File: src/rtl/sem_cell_pkg.sv
package sem_cell_pkg;

    typedef enum logic [1:0] {
        VW_BYPASS = 2'd0,
        VW_CTRL   = 2'd1,
        VW_PBLK   = 2'd2,
        VW_PTRY   = 2'd3
    } view_e;

    localparam int TAG_E_BIT    = 0;
    localparam int TAG_F_BIT    = 1;
    localparam int TAG_T_BIT    = 16;
    localparam int TAG_FIFO_BIT = 17;

    typedef struct packed {
        logic t;
        logic f;
        logic e;
    } tag_t;

endpackage

File: src/rtl/sem_count_unit.sv
module sem_count_unit #(
    parameter int CNT_W = 16
) (
    input  logic             clk,
    input  logic             rst_n,
    input  logic             take_i,
    input  logic             give_i,
    output logic [CNT_W-1:0] cnt_o
);
    localparam logic [CNT_W-1:0] CNT_MAX = {CNT_W{1'b1}};

    typedef struct packed {
        logic [CNT_W-1:0] cnt;
    } cnt_state_t;

    cnt_state_t st_d, st_q;
    logic [CNT_W-1:0] after_take;

    always_comb begin
        st_d       = st_q;
        after_take = st_q.cnt;
        if (take_i && st_q.cnt != '0) begin
            after_take = st_q.cnt - 1'b1;
        end
        st_d.cnt = after_take;
        if (give_i && after_take != CNT_MAX) begin
            st_d.cnt = after_take + 1'b1;
        end
    end

    always_ff @(posedge clk) begin
        if (!rst_n) begin
            st_q <= '0;
        end else begin
            st_q <= st_d;
        end
    end

    assign cnt_o = st_q.cnt;

endmodule

File: src/rtl/sem_wait_tracker.sv
module sem_wait_tracker #(
    parameter int N_REQ = 8,
    parameter int ID_W  = 3
) (
    input  logic             clk,
    input  logic             rst_n,
    input  logic             park_i,
    input  logic [ID_W-1:0]  park_id_i,
    input  logic             release_i,
    output logic [N_REQ-1:0] mask_o,
    output logic [N_REQ-1:0] wake_o
);
    typedef struct packed {
        logic [N_REQ-1:0] mask;
        logic [N_REQ-1:0] wake;
    } wait_state_t;

    wait_state_t      st_d, st_q;
    logic [N_REQ-1:0] park_vec;

    always_comb begin
        park_vec = '0;
        for (int i = 0; i < N_REQ; i++) begin
            if (park_i && int'(park_id_i) == i) begin
                park_vec[i] = 1'b1;
            end
        end
    end

    always_comb begin
        st_d = st_q;
        if (release_i) begin
            st_d.wake = st_q.mask | park_vec;
            st_d.mask = '0;
        end else begin
            st_d.wake = '0;
            st_d.mask = st_q.mask | park_vec;
        end
    end

    always_ff @(posedge clk) begin
        if (!rst_n) begin
            st_q <= '0;
        end else begin
            st_q <= st_d;
        end
    end

    assign mask_o = st_q.mask;
    assign wake_o = st_q.wake;

endmodule

File: src/rtl/sem_tag_reg.sv
module sem_tag_reg
    import sem_cell_pkg::*;
#(
    parameter int DATA_W = 32
) (
    input  logic              clk,
    input  logic              rst_n,
    input  logic              load_i,
    input  logic [DATA_W-1:0] wdata_i,
    output tag_t              tag_o
);
    typedef struct packed {
        tag_t tag;
    } tag_state_t;

    tag_state_t st_d, st_q;

    always_comb begin
        st_d = st_q;
        if (load_i) begin
            st_d.tag.t = wdata_i[TAG_T_BIT];
            st_d.tag.f = wdata_i[TAG_F_BIT];
            st_d.tag.e = wdata_i[TAG_E_BIT];
        end
    end

    always_ff @(posedge clk) begin
        if (!rst_n) begin
            st_q <= '0;
        end else begin
            st_q <= st_d;
        end
    end

    assign tag_o = st_q.tag;

endmodule

File: src/rtl/sem_cell.sv
module sem_cell
    import sem_cell_pkg::*;
#(
    parameter int N_REQ   = 8,
    parameter int DATA_W  = 32,
    parameter int CNT_W   = 16,
    parameter bit IS_FIFO = 1'b0,
    localparam int ID_W   = (N_REQ > 1) ? $clog2(N_REQ) : 1
) (
    input  logic              clk,
    input  logic              rst_n,
    input  logic [1:0]        acc_view,
    input  logic              rd_stb,
    input  logic              wr_stb,
    input  logic [ID_W-1:0]   req_id,
    input  logic [DATA_W-1:0] wdata,
    output logic [DATA_W-1:0] rdata,
    output logic              stall,
    output logic [N_REQ-1:0]  wake
);
    view_e vw;
    logic  sem_on;
    logic  is_take_view;
    logic  take_req;
    logic  give_req;
    logic  starve;
    logic  tag_load;

    logic [CNT_W-1:0] cnt_w;
    logic [N_REQ-1:0] mask_w;
    tag_t             tag_w;
    logic [DATA_W-1:0] tag_word;

    assign vw = view_e'(acc_view);

    generate
        if (IS_FIFO) begin : g_fifo_cell
            assign sem_on = 1'b0;
        end else begin : g_sem_cell
            assign sem_on = 1'b1;
        end
    endgenerate

    assign is_take_view = (vw == VW_PBLK) || (vw == VW_PTRY);
    assign take_req     = rd_stb && is_take_view && sem_on;
    assign give_req     = wr_stb && is_take_view && sem_on;
    assign starve       = take_req && (vw == VW_PBLK) && (cnt_w == '0);
    assign tag_load     = wr_stb && (vw == VW_CTRL);

    sem_count_unit #(
        .CNT_W (CNT_W)
    ) u_count (
        .clk    (clk),
        .rst_n  (rst_n),
        .take_i (take_req),
        .give_i (give_req),
        .cnt_o  (cnt_w)
    );

    sem_wait_tracker #(
        .N_REQ (N_REQ),
        .ID_W  (ID_W)
    ) u_wait (
        .clk       (clk),
        .rst_n     (rst_n),
        .park_i    (starve),
        .park_id_i (req_id),
        .release_i (give_req),
        .mask_o    (mask_w),
        .wake_o    (wake)
    );

    sem_tag_reg #(
        .DATA_W (DATA_W)
    ) u_tag (
        .clk     (clk),
        .rst_n   (rst_n),
        .load_i  (tag_load),
        .wdata_i (wdata),
        .tag_o   (tag_w)
    );

    always_comb begin
        tag_word               = '0;
        tag_word[TAG_T_BIT]    = tag_w.t;
        tag_word[TAG_F_BIT]    = tag_w.f;
        tag_word[TAG_E_BIT]    = tag_w.e;
        tag_word[TAG_FIFO_BIT] = IS_FIFO;
    end

    typedef struct packed {
        logic [DATA_W-1:0] rd;
    } rd_state_t;

    rd_state_t rd_d, rd_q;

    always_comb begin
        rd_d = rd_q;
        if (rd_stb) begin
            unique case (vw)
                VW_BYPASS: rd_d.rd = DATA_W'(cnt_w);
                VW_CTRL:   rd_d.rd = tag_word;
                default:   rd_d.rd = sem_on ? DATA_W'(cnt_w) : '0;
            endcase
        end
    end

    always_ff @(posedge clk) begin
        if (!rst_n) begin
            rd_q <= '0;
        end else begin
            rd_q <= rd_d;
        end
    end

    assign rdata = rd_q.rd;
    assign stall = starve;

endmodule

File: config.mk
export PLATFORM = sky130hd
export DESIGN_NAME = sem_cell
export DESIGN_NICKNAME = d
export VERILOG_FILES = /design/src/rtl/sem_cell_pkg.sv /design/src/rtl/sem_count_unit.sv /design/src/rtl/sem_wait_tracker.sv /design/src/rtl/sem_tag_reg.sv /design/src/rtl/sem_cell.sv
export SDC_FILE = /design/constraint.sdc
export NUM_CORES = 1
export LEC_CHECK = 0
export ABC_AREA = 0
export BUFFER_PORTS_ARGS = -buffer_cell sky130_fd_sc_hd__buf_2
export CAP_MARGIN = 20
export CORE_UTILIZATION = 45
export CTS_BUF_LIST = sky130_fd_sc_hd__clkbuf_4 sky130_fd_sc_hd__clkbuf_8
export CTS_CLUSTER_SIZE = 24
export DETAILED_ROUTE_END_ITERATION = 12
export PLACE_DENSITY = 0.8
export SLEW_MARGIN = 30
export SYNTH_ARGS = -nofsm -noshare
export SYNTH_HDL_FRONTEND = slang
export SYNTH_SLANG_ARGS = --single-unit
File: constraint.sdc
create_clock -name clk -period 8.5 [get_ports clk]
set_input_delay 0.85 -clock clk [delete_from_list [all_inputs] [get_ports clk]]
set_output_delay 0.85 -clock clk [all_outputs]
set_load 0.05 [all_outputs]
; ---- Word level (Yosys, flattened, before mapping)
; Index checks and enable logic that the tools add are counted.
[word_totals]
reg_bits = 67
out_inout_bits = 41
elab_cells = 54
[op_classes]
n_addsub = 2
n_eq_ne = 11
n_mux = 11
bitwise = 2
reduce_logical = 21
[op_table]
columns = op, n
row1 = 2-to-1 mux 16 bit, 2
row2 = 2-to-1 mux 17 bit, 1
row3 = adder 16 x 1 -> 16 bit (second input constant), 1
row4 = logical NOT 16 bit, 1
row5 = != test 16 bit (second input constant), 1
row6 = nonzero test 16 bit, 1
row7 = subtractor 16 x 1 -> 16 bit (second input constant), 1
row8 = logical AND 1 bit, 15
row9 = equality test 3 bit (second input constant), 4
row10 = 2-to-1 mux 1 bit, 8
row11 = OR 8 bit, 1
row12 = equality test 3 x 2 -> 1 bit (second input constant), 2
row13 = equality test 2 bit (second input constant), 2
row14 = equality test 3 x 1 -> 1 bit (second input constant), 1
row15 = logical NOT 3 bit, 1
row16 = equality test 2 x 1 -> 1 bit (second input constant), 1
row17 = AND reduction 2 bit, 1
row18 = OR reduction 2 bit, 1
row19 = logical OR 1 bit, 1
row20 = inverter 1 bit, 1

; ---- Depth between registers and ports, before layout
; Gate-level depths: netlist of run 1.
[depth]
word_depth = 8
ltp_mapped = 16
depth_no_buf = 14

; ---- Modules after synthesis
; Synthesis of run 1 repeated with hierarchy kept, for this count alone.
[unflattened]
hier_cells = 348
area_unflattened_um2 = 3021.6
[by_module_without_submodules]
columns = module, n_inst, cells_each, area_each_um2
row1 = sem_count_unit, 1, 183, 1382.6
row2 = sem_cell, 1, 106, 1013.5
row3 = sem_wait_tracker, 1, 50, 516.7
row4 = sem_tag_reg, 1, 9, 108.9

; ---- Least setup slack after synthesis of run 1
; OpenSTA, ideal clock, no wires.
[synth_path]
kind = register to output
startpoint = register u_count.st_q, in the netlist u_count.cnt_o[0]
endpoint = output stall
arrival_time_ns = 2.477
t_required_ns = 7.650
path_slack_ns = 5.173
path_stages_with_launch = 7
n_path_buf = 1
cell_sequence = dfxtp_1 buf_2 inv_1 ha_1 nor4b_2 nand4_1 nor3_1
[synth_via]
elab_chain_len = 2
[synth_rtl]
columns = element, line_no
row1 = start: declaration, sem_count_unit.sv:16  ; cnt_state_t st_d, st_q;
row2 = start signal: assignment, sem_count_unit.sv:35  ; st_q <= st_d;
row3 = logical NOT 16 bit, sem_cell.sv:47  ; assign starve = take_req && (vw == VW_PBLK) && (cnt_w == '0);
row4 = logical AND 1 bit, sem_cell.sv:47
row5 = end: declaration, sem_cell.sv:18  ; output logic stall,
; Every way passes these cells.

; ---- Final worst setup path of run 1
[layout_path]
startpoint = input rd_stb
endpoint = register u_count.st_q, in the netlist u_count.cnt_o[9]
[layout_via]
elab_chain_len = 6
[layout_rtl]
columns = element, line_no
row1 = start: declaration, sem_cell.sv:13  ; input logic rd_stb,
row2 = logical AND 1 bit *, sem_cell.sv:45  ; assign take_req = rd_stb && is_take_view && sem_on;
row3 = logical AND 1 bit *, sem_count_unit.sv:22  ; if (take_i && st_q.cnt != '0) begin
row4 = 2-to-1 mux 16 bit *, sem_count_unit.sv:22
row5 = branches (longest 2 deep; another with adder 16 x 1 -> 16 bit), n/a
row6 = 2-to-1 mux 16 bit *, sem_count_unit.sv:26  ; if (give_i && after_take != CNT_MAX) begin
; Every way passes the cells marked *.
; A chain may end at the register's enable or synchronous reset.

==> run summary, run 1 <==
The run finished with clean final reports. After synthesis the cells add up to 3110 um2. The routed via count is just under 3000. The average routed wire per standard cell is 14.7 um.

The filler cell count is 604. The top cell type's share of synthesized area is 0.335. Setup repair after global routing left no endpoint under its margin. The die is around 85 um tall. The number of routed nets with antenna violations is 0.

The first-pass GRT wire length came out at 12000 um. The data required time of the critical path came out at slightly below 9 ns. The post-CTS setup repair buffer count is 0. For the pin with the worst max-slew slack, the measured transition is 0.667 ns. The startpoint identified for the worst register-to-register timing path is u_count.cnt_o[0]$_SDFF_PN0_. The worst reg-to-reg setup slack came out at 4.79 ns. The sequential cell fraction of total power came out at 0.297. STA classifies the critical path startpoint as an input pin.

After clock tree synthesis, the repair step resized 0 gates. The effective utilization at floorplan is 0.478. The proportion of register bits with asynchronous set or reset after synthesis is 0.

In this run the power density over the cells is 388 nW/um2. After clock tree synthesis, the flow added hold-fix buffers numbering 0. Summed over all layers, the routed wires come to 7110 um.

The number of endpoints with negative hold slack in the final report came out at 0. The dominant cell type by area after synthesis is dfxtp_1. Setup violations remaining at the end of the flow were counted as 0. The total negative slack for setup checks came out at 0 ns.

TritonCTS built the clock tree. The critical path goes through buf_2, nand2_1, a41oi_2, nor2_1, a21oi_1, ha_1, nor2b_1, o21ai_0, o31a_1, a221oi_2, o2111a_2, o31ai_1, and3_1. The internal power came out at approximately 630 uW. The die covers 7240 um2. Among all stages on the critical path, the largest delay is contributed by o2111a_2. The share of total power dissipated in the clock network is 0.121. The launch instance of the worst min-delay path is u_wait.mask_o[4]$_SDFF_PP0_. The ratio of final minimum period to clock period came out at 0.453.

The TritonCTS sink count is 52. The final clock skew came out at 0.0133 ns. STA classifies the critical path endpoint as a flop. The mean instance size in the synthesized netlist is 8.07 um2. The headroom to the max-slew limit came out at 0.551. After synthesis, the cell types taking the most area are dfxtp_1, a21oi_1, nand3_1, nor2_1, buf_4. The maximum VDD drop is 0.000197 V.

STA puts the critical path data arrival time at 4.06 ns. The class of the tightest hold or removal check is flop to flop. The total area of sequential cells is approximately 1000 um2.

After synthesis, the netlist uses 67 different library cells. The number of core rows came out at 29. The end point of the worst hold path is u_wait.mask_o[4]$_SDFF_PP0_.

By startpoint and endpoint, the worst setup path is classified as input pin to flop. At the later pin of the worst-skew pair, clock insertion delay measures 0.32 ns. The maximum fanout along the worst path is 38. The fraction of layout instances using a drive strength above 1 came out at 0.163. The max-slew violation total from the final report came out at 0.

The root buffer cell chosen for the clock tree is clkbuf_8. The global routing usage summed across all routing layers came out at 0.205. Max-cap violations in this run came to 0. The antenna diode count came out at 0. Using the TritonRoute via totals, the vias-per-cell ratio works out to just over 6.

The clock input transition at the sequential cells of the worst setup and hold paths came out at 0.09 ns. The most used flip-flop cell after synthesis is dfxtp_1. The congestion estimate from routability-driven global placement came to 0.901.

The synthesized netlist cell count came out at 385. The die width came out at 85.1 um. The number of buffer cells added on primary ports came out at 37.

After synthesis, the most frequently instantiated cells are dfxtp_1, nor2_1, a21oi_1, nand2_1, nand3_1. Entering global routing, the biggest net connects 39 pins. The final layout contains 448 nets.

The area added between synthesis and finish is 6.52%. The worst hold slack is 0.459 ns. The maximum frequency from static timing analysis is ~0.26 GHz. Buffers inserted during clock tree synthesis total 5. The number of global-route vias before repair came out at 2552. The endpoint identified for the worst register-to-register timing path is u_count.cnt_o[9]$_SDFF_PN0_. The initial antenna violation count came to 0.

The maximum root-to-sink buffer count is 2. The number of top-level design ports is 82. The share of total power dissipated in combinational logic is 0.582. The aggregate global routing overflow is 0. In this run the power spent charging and discharging nets is 652 uW. The post-route minimum period is 3.85 ns. By instance count, the leading cell after synthesis is dfxtp_1.

The number of cells on the worst reg-to-reg path came out at 14. The sequential-to-total area share from yosys stat is 0.335. The area of the multi-input gates came out at 1860 um2.

Once detailed placement completed, the half-perimeter wirelength came to 5010 um. The worst hold path depth came out at 2. The placeable core area is about 6500 um2.

The number of enable-type register cells in the synthesized netlist is 0. The critical path's largest stage delay is 0.48 ns. The H-tree level count came out at 2. Of the total power, the share spent switching nets is 0.508. The number of warnings reported in the yosys synthesis log came out at 0. The first TritonRoute pass finished after 5 iterations. The DRC violation count after routing is 0. The total of flip-flops plus latches after synthesis came out at 52.

The analysis attributes to cell leakage a power of 0.00121 uW. In this run, the number of DRC markers left after iteration 0 of detailed routing was 219.
## sequential cells by signal, summed over array words and instances (netlist names)
register / cells
u_tag.tag_o: 3
u_count.cnt_o: 16
rdata: 17
u_wait.mask_o: 8
u_wait.wake_o: 8
## per-stage QoR
stage	instance area, um2	power [uW]	worst slack, ns	utilization	instances
3_5_place_dp	3210	1110	4.36	0.495	474
2_1_floorplan	3160	990	5.17	-	399
3_3_place_gp	3210	1090	4.40	0.495	474
6_report	3310	1280	4.65	0.510	482
4_1_cts	3310	1280	4.70	0.510	482
5_1_grt	3310	1380	4.32	0.510	482
## kinds of logic after synthesis
family	Yosys count	synth area share
xor+xnor	8	0.0226
fa+ha+maj	3	0.0121
buf+inv	46	0.0822
compound gates	93	0.217
mux	2	0.00644
simple gates	180	0.323
other cells	1	0.00121
flops	52	0.335
## power groups by stage
| stage | Sequential [uW] | Combinational (uW) | Clock, uW |
|---|---|---|---|
| final | 381 | 747 | 155 |
| after global placement | 382 | 713 | 0 |
| after detailed placement | 384 | 730 | 0 |
| after CTS | 378 | 737 | 160 |
| after floorplan | 356 | 634 | 0 |
| after global routing | 389 | 823 | 169 |
## cells in the final DEF (no fill, tap or decap), types with 2 or more instances in the layout
cell type and count:
conb_1 15, nand4_1 5, or3_1 4, o211ai_1 6
a31oi_1 9, inv_1 6, a21oi_1 32, and2_1 4
nor4_4 3, xnor2_1 5, nor4_1 5, mux2i_1 2
xor2_1 3, dfxtp_1 52, o21a_1 5, o31ai_1 5
a311oi_1 3, or4_1 5, nand2b_1 17, nor3_1 15
a31o_2 2, nor2_1 36, o2111ai_1 3, ha_1 3
nand2_1 32, nor2b_1 6, or4_4 3, nand3_1 30
o21ai_0 9, and3_1 2, buf_2 37, nor3b_1 2
clkbuf_8 6
## critical path, delay by kind of cell
family | cells | cell delay (ns)
compound gates | 7 | 1.92
fa+ha+maj | 1 | 0.24
buf+inv | 1 | 0.43
simple gates | 4 | 0.60
## worst max path at each step
stage,start,endpoint,cells after the start,slack [ns]
finish,rd_stb,u_count.cnt_o[9]$_SDFF_PN0_,13,4.65
global route,rd_stb,u_count.cnt_o[9]$_SDFF_PN0_,13,4.32
CTS,rd_stb,u_count.cnt_o[9]$_SDFF_PN0_,13,4.70
detailed placement,rd_stb,u_count.cnt_o[9]$_SDFF_PN0_,13,4.36
global placement,rd_stb,u_count.cnt_o[9]$_SDFF_PN0_,13,4.40
floorplan,u_count.cnt_o[0]$_SDFF_PN0_,stall,6,5.17
## cell type report
cell class | instances | area share
Multi-Input combinational cell | 301 | 0.563
Sequential cell | 52 | 0.315
Timing Repair Buffer | 37 | 0.0560
Tap cell | 77 | 0.0291
Clock buffer | 7 | 0.0272
Inverter | 7 | 0.00794
Clock inverter | 1 | 0.00227
## layer usage
metal  track usage  vias up  part of all wire
met1         0.274     1378              0.45
met2         0.332      109              0.47
li1              -     1417                 -
met3        0.0389       14             0.063
met4        0.0709        0             0.018
met5             0        -                 0
Note: power is estimated with default switching activity, not from simulation.
==> run 2, diff against run 1 <==
ABC_AREA = 1   (was 0)
PLACE_DENSITY = 0.82   (was 0.8)
clock period = 3.4 ns   (was 8.5 ns; I/O delays follow)
==> run 2 against run 1 <==
Against the previous run:
- combinational power decreased by 22%
- critical path depth increased by 5
- cell area increased by 3.4%
- via count increased by 3.3%
- synthesized cell count increased by 25%
- sequential share of layout area decreased by 1.0 points
- largest cell class unchanged
- cell count increased by 26%
- sequential cell count unchanged
- clock skew decreased by 0.0056 ns
- hold slack got worse by 0.17 ns
- clock power increased by 140%
==> run summary, run 2 <==
The proportion of register bits with asynchronous set or reset after synthesis is 0 (unchanged). The total of flip-flops plus latches after synthesis came out at 52 (unchanged). The die width came to 86.0 um (was 85.1 um). The sum of routed wire length over all layers came out at 6860 um (was 7110 um). The height of the die is 86.0 um (was 85.1 um). The sequential-to-total area share from yosys stat came out at 0.328 (was 0.335). The post-layout net count is 552 (was 448).

The synthesized-area fraction occupied by ao, oa, aoi and oai cells is 0.125 (was 0.217). The number of endpoints with negative hold slack in the final report came out at 0 (unchanged). The routability-driven placement congestion ratio came to 0.862 (was 0.901).

The post-layout instance area is 3420 um2 (was 3310 um2). The number of routed nets with antenna violations came out at 0 (unchanged). The most instantiated library cell after synthesis is nand2_1 (was dfxtp_1).

Leading post-synthesis cells by cell area: dfxtp_1, nand2_1, nor2_1, inv_1, a21oi_1 (was dfxtp_1, a21oi_1, nand3_1, nor2_1, buf_4). The internal power is 962 uW (was 631 uW). The slew at the pin closest to its max-slew limit is 0.593 ns (was 0.667 ns).

The maximum number of pins on one net before global-route repair came out at 31 (was 39). The DRC violation count after routing was 0 (unchanged). The ratio of routed vias to standard cells came to 4.98 (was 6.05). The initial antenna violation count was 0 (unchanged). The number of core rows came to 30 (was 29). The cell with the largest stage delay on the worst path is dfxtp_1 (was o2111a_2). The fraction of the mapped netlist area in adder cells came out at 0.0118 (was 0.0121). The TritonCTS sink count is 52 (unchanged). Unrepaired setup endpoints after global routing: false (unchanged).

The clock network power share came to 0.228 (was 0.121). The final worst-path setup slack is 0.440 ns (was 4.65 ns). The total length of routed met3 wires is 199 um (was 451 um). The number of global-route vias before repair came out at 2624 (was 2552). The dominant cell type by area after synthesis is dfxtp_1 (unchanged). The switching power was 680 uW (was 652 uW). The number of enable-type register cells in the synthesized netlist came out at 0 (unchanged). The maximum fanout along the worst path was 13 (was 38).

The mux contribution to synthesized area came out at 0 (was 0.00644). The setup slack after placement is 0.472 ns (was 4.36 ns). Most frequent cells in the layout: nand2_1, nor2_1, dfxtp_1 (was dfxtp_1, buf_2, nor2_1). The maximum root-to-sink buffer count came out at 2 (unchanged).

The mean instance size in the synthesized netlist came to 6.61 um2 (was 8.07 um2). The total power after layout is 1640 uW (was 1280 uW). The H-tree level count is 2 (unchanged). The post-route minimum period is between 2 and 3 ns. The area added between synthesis and finish came to 7.93% (was 6.52%). The most numerous cell type found on the critical path is nand2_4. The routed via count is 3013 (was 2918). The maximum frequency from static timing analysis came out at around 0.34 GHz. The headroom to the max-slew limit came out at 0.603 (was 0.551). The main combinational cell family by area after synthesis is simple AND/OR/NAND/NOR gates (unchanged).

The combined buffer and inverter count along the critical path came to 2 (was 1). The amount of wire on met2 after detailed routing came out at 3350 um (was 3320 um). Outcome: finished, final reports clean (unchanged). The data required time of the critical path came out at 3.61 ns (was 8.71 ns). The class of the tightest hold or removal check is input pin to flop (was flop to flop).

The count of different cell masters after synthesis is 33 (was 67). The total negative slack for setup checks came out at 0 ns (unchanged). The full die area is 7390 um2 (was 7240 um2). The fraction of layout instances using a drive strength above 1 came out at 0.185 (was 0.163).

The most frequently used flop master after synthesis is dfxtp_1 (unchanged). The cell area after synthesis came out at 3170 um2 (was 3110 um2). The total setup violations reported at the end of the flow is 0 (unchanged). The gate family responsible for the most delay along the worst path was simple AND/OR/NAND/NOR gates (was compound AO/OA/AOI/OAI gates). The antenna diode count came out at 0 (unchanged). The iteration count of the initial detailed-routing pass came out at 4 (was 5). The total placed cells including tap cells came out at 597 (was 474). The number of buffer cells added on primary ports came to 37 (unchanged).

The clock root buffer is clkbuf_8 (unchanged). The TritonCTS buffer count came out at 5 (unchanged). The estimated wirelength of the detail-placed design came out at 5240 um (was 5010 um).

The post-cts gate resize count is 0 (unchanged). Top post-synthesis cells by count: nand2_1, nor2_1, dfxtp_1, inv_1, a21oi_1 (was dfxtp_1, nor2_1, a21oi_1, nand2_1, nand3_1). The clock input transition at the sequential cells of the worst setup and hold paths is 0.10 ns (was 0.09 ns). The clock tree from TritonCTS was done (unchanged). The topmost layer with routed signal wires was met4 (unchanged).

The launching element type of the critical path was a flop (was input pin). The initial detailed-routing violation count was 252 (was 219). The number of top-level design ports is 82 (unchanged). The critical setup path kind is flop to flop (was input pin to flop).

The switching power share of the total came to 0.414 (was 0.508). The placeable core area came out at 6790 um2 (was 6490 um2). The post-place instance area is 3330 um2 (was 3210 um2). The synthesized-area fraction occupied by xor and xnor cells is 0.0221 (was 0.0226). The aggregate global routing overflow is 0 (unchanged). The power density over cell area is 480 nW/um2 (was 388 nW/um2). The simple-gate portion of the synthesized area came out at 0.388 (was 0.323). The average routed wire per standard cell came to 11.3 um (was 14.7 um). The ratio of final minimum period to clock period came out at 0.871.

The final clock skew is 0.00764 ns (was 0.0133 ns). The leading cell type in the layout, fill and taps excluded is nand2_1 (was dfxtp_1). The global routing usage summed across all routing layers came out at 0.185 (was 0.205). The sort of element at the end of the critical path is a flop (unchanged).

The effective utilization at floorplan is 0.467 (was 0.478). The post-CTS setup repair buffer count came to 0 (unchanged). The critical path's largest stage delay is 0.33 ns (was 0.48 ns). The max-slew violation total from the final report came out at 0 (unchanged).

The hold buffer count at CTS came out at 0 (unchanged). The maximum VDD drop came out at 0.000265 V (was 0.000197 V). The reported leakage power was 0.00161 uW (was 0.00121 uW).

Worst-path cell chain: inv_2, ha_1, nand2_1, nor2_4, nand2_4, nand2_4, nand2_1, nand2_2, ha_1, nand3_2, nor2_2, nand2_2, nor2_2, nand3_4, nand2_4, inv_2, nor2_1, nor2_1 (was buf_2, nand2_1, a41oi_2, nor2_1, a21oi_1, ha_1, nor2b_1, o21ai_0, o31a_1, a221oi_2, o2111a_2, o31ai_1, and3_1). The filler cell count came out at 679 (was 604). The combinational fraction of design power is 0.354 (was 0.582). The first-pass GRT wire length was 11100 um (was 12000 um). The routed metal-1 wirelength came out at 3230 um (was 3210 um). The number of flip-flops under the largest register name is 17 (unchanged). The synthesized netlist cell count is 480 (was 385). The sequential cell fraction of total power is 0.417 (was 0.297). The top cell type's share of synthesized area is 0.328 (was 0.335). The clock insertion delay at the later pin of the skew report is 0.31 ns (was 0.32 ns). The number of warnings reported in the yosys synthesis log came out at 0 (unchanged). The worst endpoint data arrival time is 3.17 ns (was 4.06 ns). The final cell count without fillers came out at 605 (was 482). The reported max-cap violation count is 0 (unchanged).
==> run 2: cell types whose count changed in the layout (fill, tap and decap cells not counted), moves of 8 or more <==
cell / change
nand2_2: +11
inv_1: +35
nand2_1: +107
nor2_1: +22
nand2b_1: -17
a31oi_1: -9
o21ai_0: +8
nor3_1: -9
a21oi_2: +10
==> run 2: metrics by stage <==
step | utilization | hold slack (ns)
6_report | 0.504 | 0.293
5_1_grt | 0.504 | 0.303
4_1_cts | 0.504 | 0.299
2_1_floorplan | - | 0.424
3_3_place_gp | 0.490 | 0.434
3_5_place_dp | 0.490 | 0.441
==> run 2: cell type report <==
class	count	area [um2]	area share
Clock buffer	5	68.8	0.0201
Clock inverter	3	27.5	0.00804
Multi-Input combinational cell	363	1790	0.524
Tap cell	96	120	0.0351
Timing Repair Buffer	38	193	0.0563
Sequential cell	52	1040	0.304
Inverter	48	180	0.0526
==> run 2: final timing paths <==
| kind | endpoint | start | slack [ns] | cells past startpoint |
|---|---|---|---|---|
| hold reg to reg | u_wait.wake_o[0]$_SDFF_PN0_ | u_wait.mask_o[0]$_SDFF_PP0_ | 0.46 | 2 |
| hold / removal | u_tag.tag_o[0]$_SDFFE_PN0P_ | wdata[0] | 0.29 | 3 |
| setup / recovery | u_count.cnt_o[1]$_SDFF_PN0_ | u_count.cnt_o[0]$_SDFF_PN0_ | 0.44 | 18 |
| setup reg to reg | u_count.cnt_o[1]$_SDFF_PN0_ | u_count.cnt_o[0]$_SDFF_PN0_ | 0.44 | 18 |
==> run 2: cells by family after synthesis <==
family	Yosys count
fa+ha+maj	3
compound gates	67
xor+xnor	8
buf+inv	79
simple gates	270
other cells	1
flops	52
==> run 2: power groups by stage <==
stage	clock network, uW	logic [uW]	registers, uW
after floorplan	0	459	733
after global placement	0	558	698
after detailed placement	0	574	699
after CTS	378	577	685
after global routing	396	644	692
final	375	582	686
==> run 2: worst register-to-register path: stages, from the launching register on <==
cell	delay [ns]
dfxtp_1	0.33
inv_2	0.13
ha_1	0.19
nand2_1	0.09
nor2_4	0.13
nand2_4	0.14
nand2_4	0.20
nand2_1	0.12
nand2_2	0.11
ha_1	0.22
nand3_2	0.09
nor2_2	0.16
nand2_2	0.12
nor2_2	0.14
nand3_4	0.14
nand2_4	0.20
inv_2	0.13
nor2_1	0.13
nor2_1	0.07
==> run 2: metal layers <==
layer | global-route usage | up-vias
li1 | - | 1550
met3 | 0.0183 | 8
met5 | 0 | -
met1 | 0.231 | 1384
met4 | 0.0515 | 0
met2 | 0.336 | 71
==> run 3, diff against run 2 <==
CTS_CLUSTER_DIAMETER = 80   (was unset)
PLACE_DENSITY = 0.8   (was 0.82)
clock period = 2.8 ns   (was 3.4 ns; I/O delays follow)
==> run 3 against run 2 <==
Against the previous run:
- sequential cell count unchanged
- hold slack got worse by 0.066 ns
- via count is 3.2% higher
- clock power rose by 21%
- non-clock buffer count is 18 higher
- largest power group unchanged
- highest routed layer unchanged
==> run summary, run 3 (synthesis gave the netlist of run 2 again) <==
Outcome: finished, final reports clean (unchanged). The TritonCTS buffer count came to 5 (unchanged). The global routing usage summed across all routing layers is 0.210 (was 0.185). The number of buffer cells added on primary ports is 37 (unchanged). The post-layout instance area is 3570 um2 (was 3420 um2). The leading cell type in the layout, fill and taps excluded is nand2_1 (unchanged). The number of routed nets with antenna violations is 0 (unchanged). The number of flip-flops under the largest register name came out at 17 (unchanged). The gate family responsible for the most delay along the worst path is simple AND/OR/NAND/NOR gates (unchanged).

The clock root buffer is clkbuf_8 (unchanged). The H-tree level count is 2 (unchanged). The die width came out at 86.0 um (unchanged). The estimated wirelength of the detail-placed design is 5710 um (was 5240 um). The TritonCTS sink count is 52 (unchanged). The maximum frequency from static timing analysis was 0.386 GHz (was 0.338 GHz). The maximum root-to-sink buffer count is 2 (unchanged). The routability-driven placement congestion ratio came out at 0.940 (was 0.862). The post-layout net count is 570 (was 552).

The cell with the largest stage delay on the worst path is dfxtp_1 (unchanged). The number of endpoints with negative hold slack in the final report is 0 (unchanged). The ratio of routed vias to standard cells came out at 4.99 (was 4.98). The full die area came out at 7390 um2 (unchanged). The worst reg-to-reg setup slack is 0.21 ns (was 0.44 ns). The class of the tightest hold or removal check is input pin to flop (unchanged). The total negative slack for setup checks came out at 0 ns (unchanged). The combined buffer and inverter count along the critical path is 2 (unchanged). The worst endpoint data arrival time came out at 2.82 ns (was 3.17 ns). The clock insertion delay at the later pin of the skew report was 0.31 ns (about the same).

The clock tree from TritonCTS is done (unchanged). The ratio of final minimum period to clock period is 0.926 (was 0.871). The placeable core area is 6790 um2 (unchanged). The aggregate global routing overflow came to 0 (unchanged).

The critical path's largest stage delay is 0.35 ns (was 0.33 ns). The fraction of layout instances using a drive strength above 1 is 0.216 (was 0.185). The total placed cells including tap cells was 615 (was 597). Worst-path cell chain: inv_1, ha_1, nand2_1, nor2_4, nand2_4, nand2_4, nand2_1, nand2_2, ha_2, nand3_2, nor2_2, nand2_2, nor2_2, nand3_4, buf_4, nand3_1, nand2_1, nand2_1, nor2_1 (was inv_2, ha_1, nand2_1, nor2_4, nand2_4, nand2_4, nand2_1, nand2_2, ha_1, nand3_2, nor2_2, nand2_2, nor2_2, nand3_4, nand2_4, inv_2, nor2_1, nor2_1). The critical setup path kind was flop to flop (unchanged). The cell repeated most along the worst path is nand2_1 (was nand2_4). The hold buffer count at CTS is 0 (unchanged). The post-place instance area came out at 3460 um2 (was 3330 um2).

The post-route minimum period is 2.59 ns (was 2.96 ns). Most frequent cells in the layout: nand2_1, nor2_1, dfxtp_1 (unchanged). The first-pass GRT wire length is 12600 um (was 11100 um).

The launching element type of the critical path is a flop (unchanged). The utilization after layout is 0.526 (was 0.504). The slew at the pin closest to its max-slew limit came to 0.596 ns (was 0.593 ns). The headroom to the max-slew limit is 0.601 (was 0.603). Unrepaired setup endpoints after global routing: false (unchanged). The sum of routed wire length over all layers is 7370 um (was 6860 um). The initial detailed-routing violation count came out at 277 (was 252). The number of core rows is 30 (unchanged).

The clock input transition at the sequential cells of the worst setup and hold paths came out at 0.11 ns (was 0.10 ns). The height of the die is 86.0 um (unchanged). The data required time of the critical path was 3.02 ns (was 3.61 ns).

The antenna diode count is 0 (unchanged). The iteration count of the initial detailed-routing pass is 5 (was 4). The maximum VDD drop came out at 0.000243 V (was 0.000265 V). The total setup violations reported at the end of the flow came out at 0 (unchanged). The max-slew violation total from the final report came out at 0 (unchanged). The post-CTS setup repair buffer count came to 0 (unchanged).

The power density over cell area came out at 572 nW/um2 (was 480 nW/um2). The reported leakage power is 0.00170 uW (was 0.00161 uW). The sort of element at the end of the critical path is a flop (unchanged). The maximum fanout along the worst path came out at 10 (was 13). The number of top-level design ports came out at 82 (unchanged). The maximum number of pins on one net before global-route repair was 35 (was 31).

The number of global-route vias before repair was 2764 (was 2624). The effective utilization at floorplan came out at 0.467 (unchanged). The average routed wire per standard cell is 11.8 um (was 11.3 um). The final cell count without fillers came out at 623 (was 605).

The area added between synthesis and finish was 12.7% (was 7.93%). The initial antenna violation count is 0 (unchanged). The reported max-cap violation count came out at 0 (unchanged).

The DRC violation count after routing was 0 (unchanged). The routed via count is 3109 (was 3013). The worst hold slack came to 0.227 ns (was 0.293 ns). The final clock skew came out at 0.0106 ns (was 0.00764 ns).
## run 3: repair_timing
action                                  in CTS  in global routing
resized for setup                            0                  4
endpoints found under the hold margin        0                  0
endpoints found under the setup margin       0                 10
## run 3: per-layer routing
layer  routed length, um  share of wire  track usage  vias up
met5                   0              0            0        -
met4                  74          0.010       0.0561        0
met3                 344          0.047       0.0241        7
met2                3510           0.48        0.354      104
met1                3440           0.47        0.284     1410
li1                    -              -            -     1588
## run 3: cell type report
class                      count  area, um2
timing repair buffer          56        328
multi-input combinational    363       1810
inverter                      48        183
sequential                    52       1040
fill                         653       3220
clock inverter                 3       27.5
clock buffer                   5       68.8
tap                           96        120
## run 3: report_power, final
group	internal, uW	switching [uW]	total (uW)
clock network	184	271	455
logic	232	537	769
registers	782	37.6	820
## run 3: path summary, 6_finish.rpt
| kind | from | end | depth (start not counted) |
|---|---|---|---|
| setup reg to reg | u_count.cnt_o[1]$_SDFF_PN0_ | u_count.cnt_o[14]$_SDFF_PN0_ | 19 |
| hold reg to reg | u_wait.mask_o[2]$_SDFF_PP0_ | u_wait.wake_o[2]$_SDFF_PN0_ | 2 |
| setup / recovery | u_count.cnt_o[1]$_SDFF_PN0_ | u_count.cnt_o[14]$_SDFF_PN0_ | 19 |
| hold / removal | wdata[16] | u_tag.tag_o[2]$_SDFFE_PN0P_ | 3 |
## run 3: per-stage QoR
step / setup WS [ns] / power (uW)
floorplan: 0.398 / 1450
global placement: 0.257 / 1570
detailed placement: 0.184 / 1590
CTS: 0.165 / 2040
global route: 0.00323 / 2180
finish: 0.208 / 2040
## run 3: worst reg2reg max path, cell delays in order (launching register included)
cell	delay, ns
dfxtp_1	0.35
inv_1	0.11
ha_1	0.17
nand2_1	0.09
nor2_4	0.13
nand2_4	0.09
nand2_4	0.14
nand2_1	0.11
nand2_2	0.11
ha_2	0.21
nand3_2	0.08
nor2_2	0.11
nand2_2	0.07
nor2_2	0.12
nand3_4	0.14
buf_4	0.18
nand3_1	0.13
nand2_1	0.07
nand2_1	0.06
nor2_1	0.04
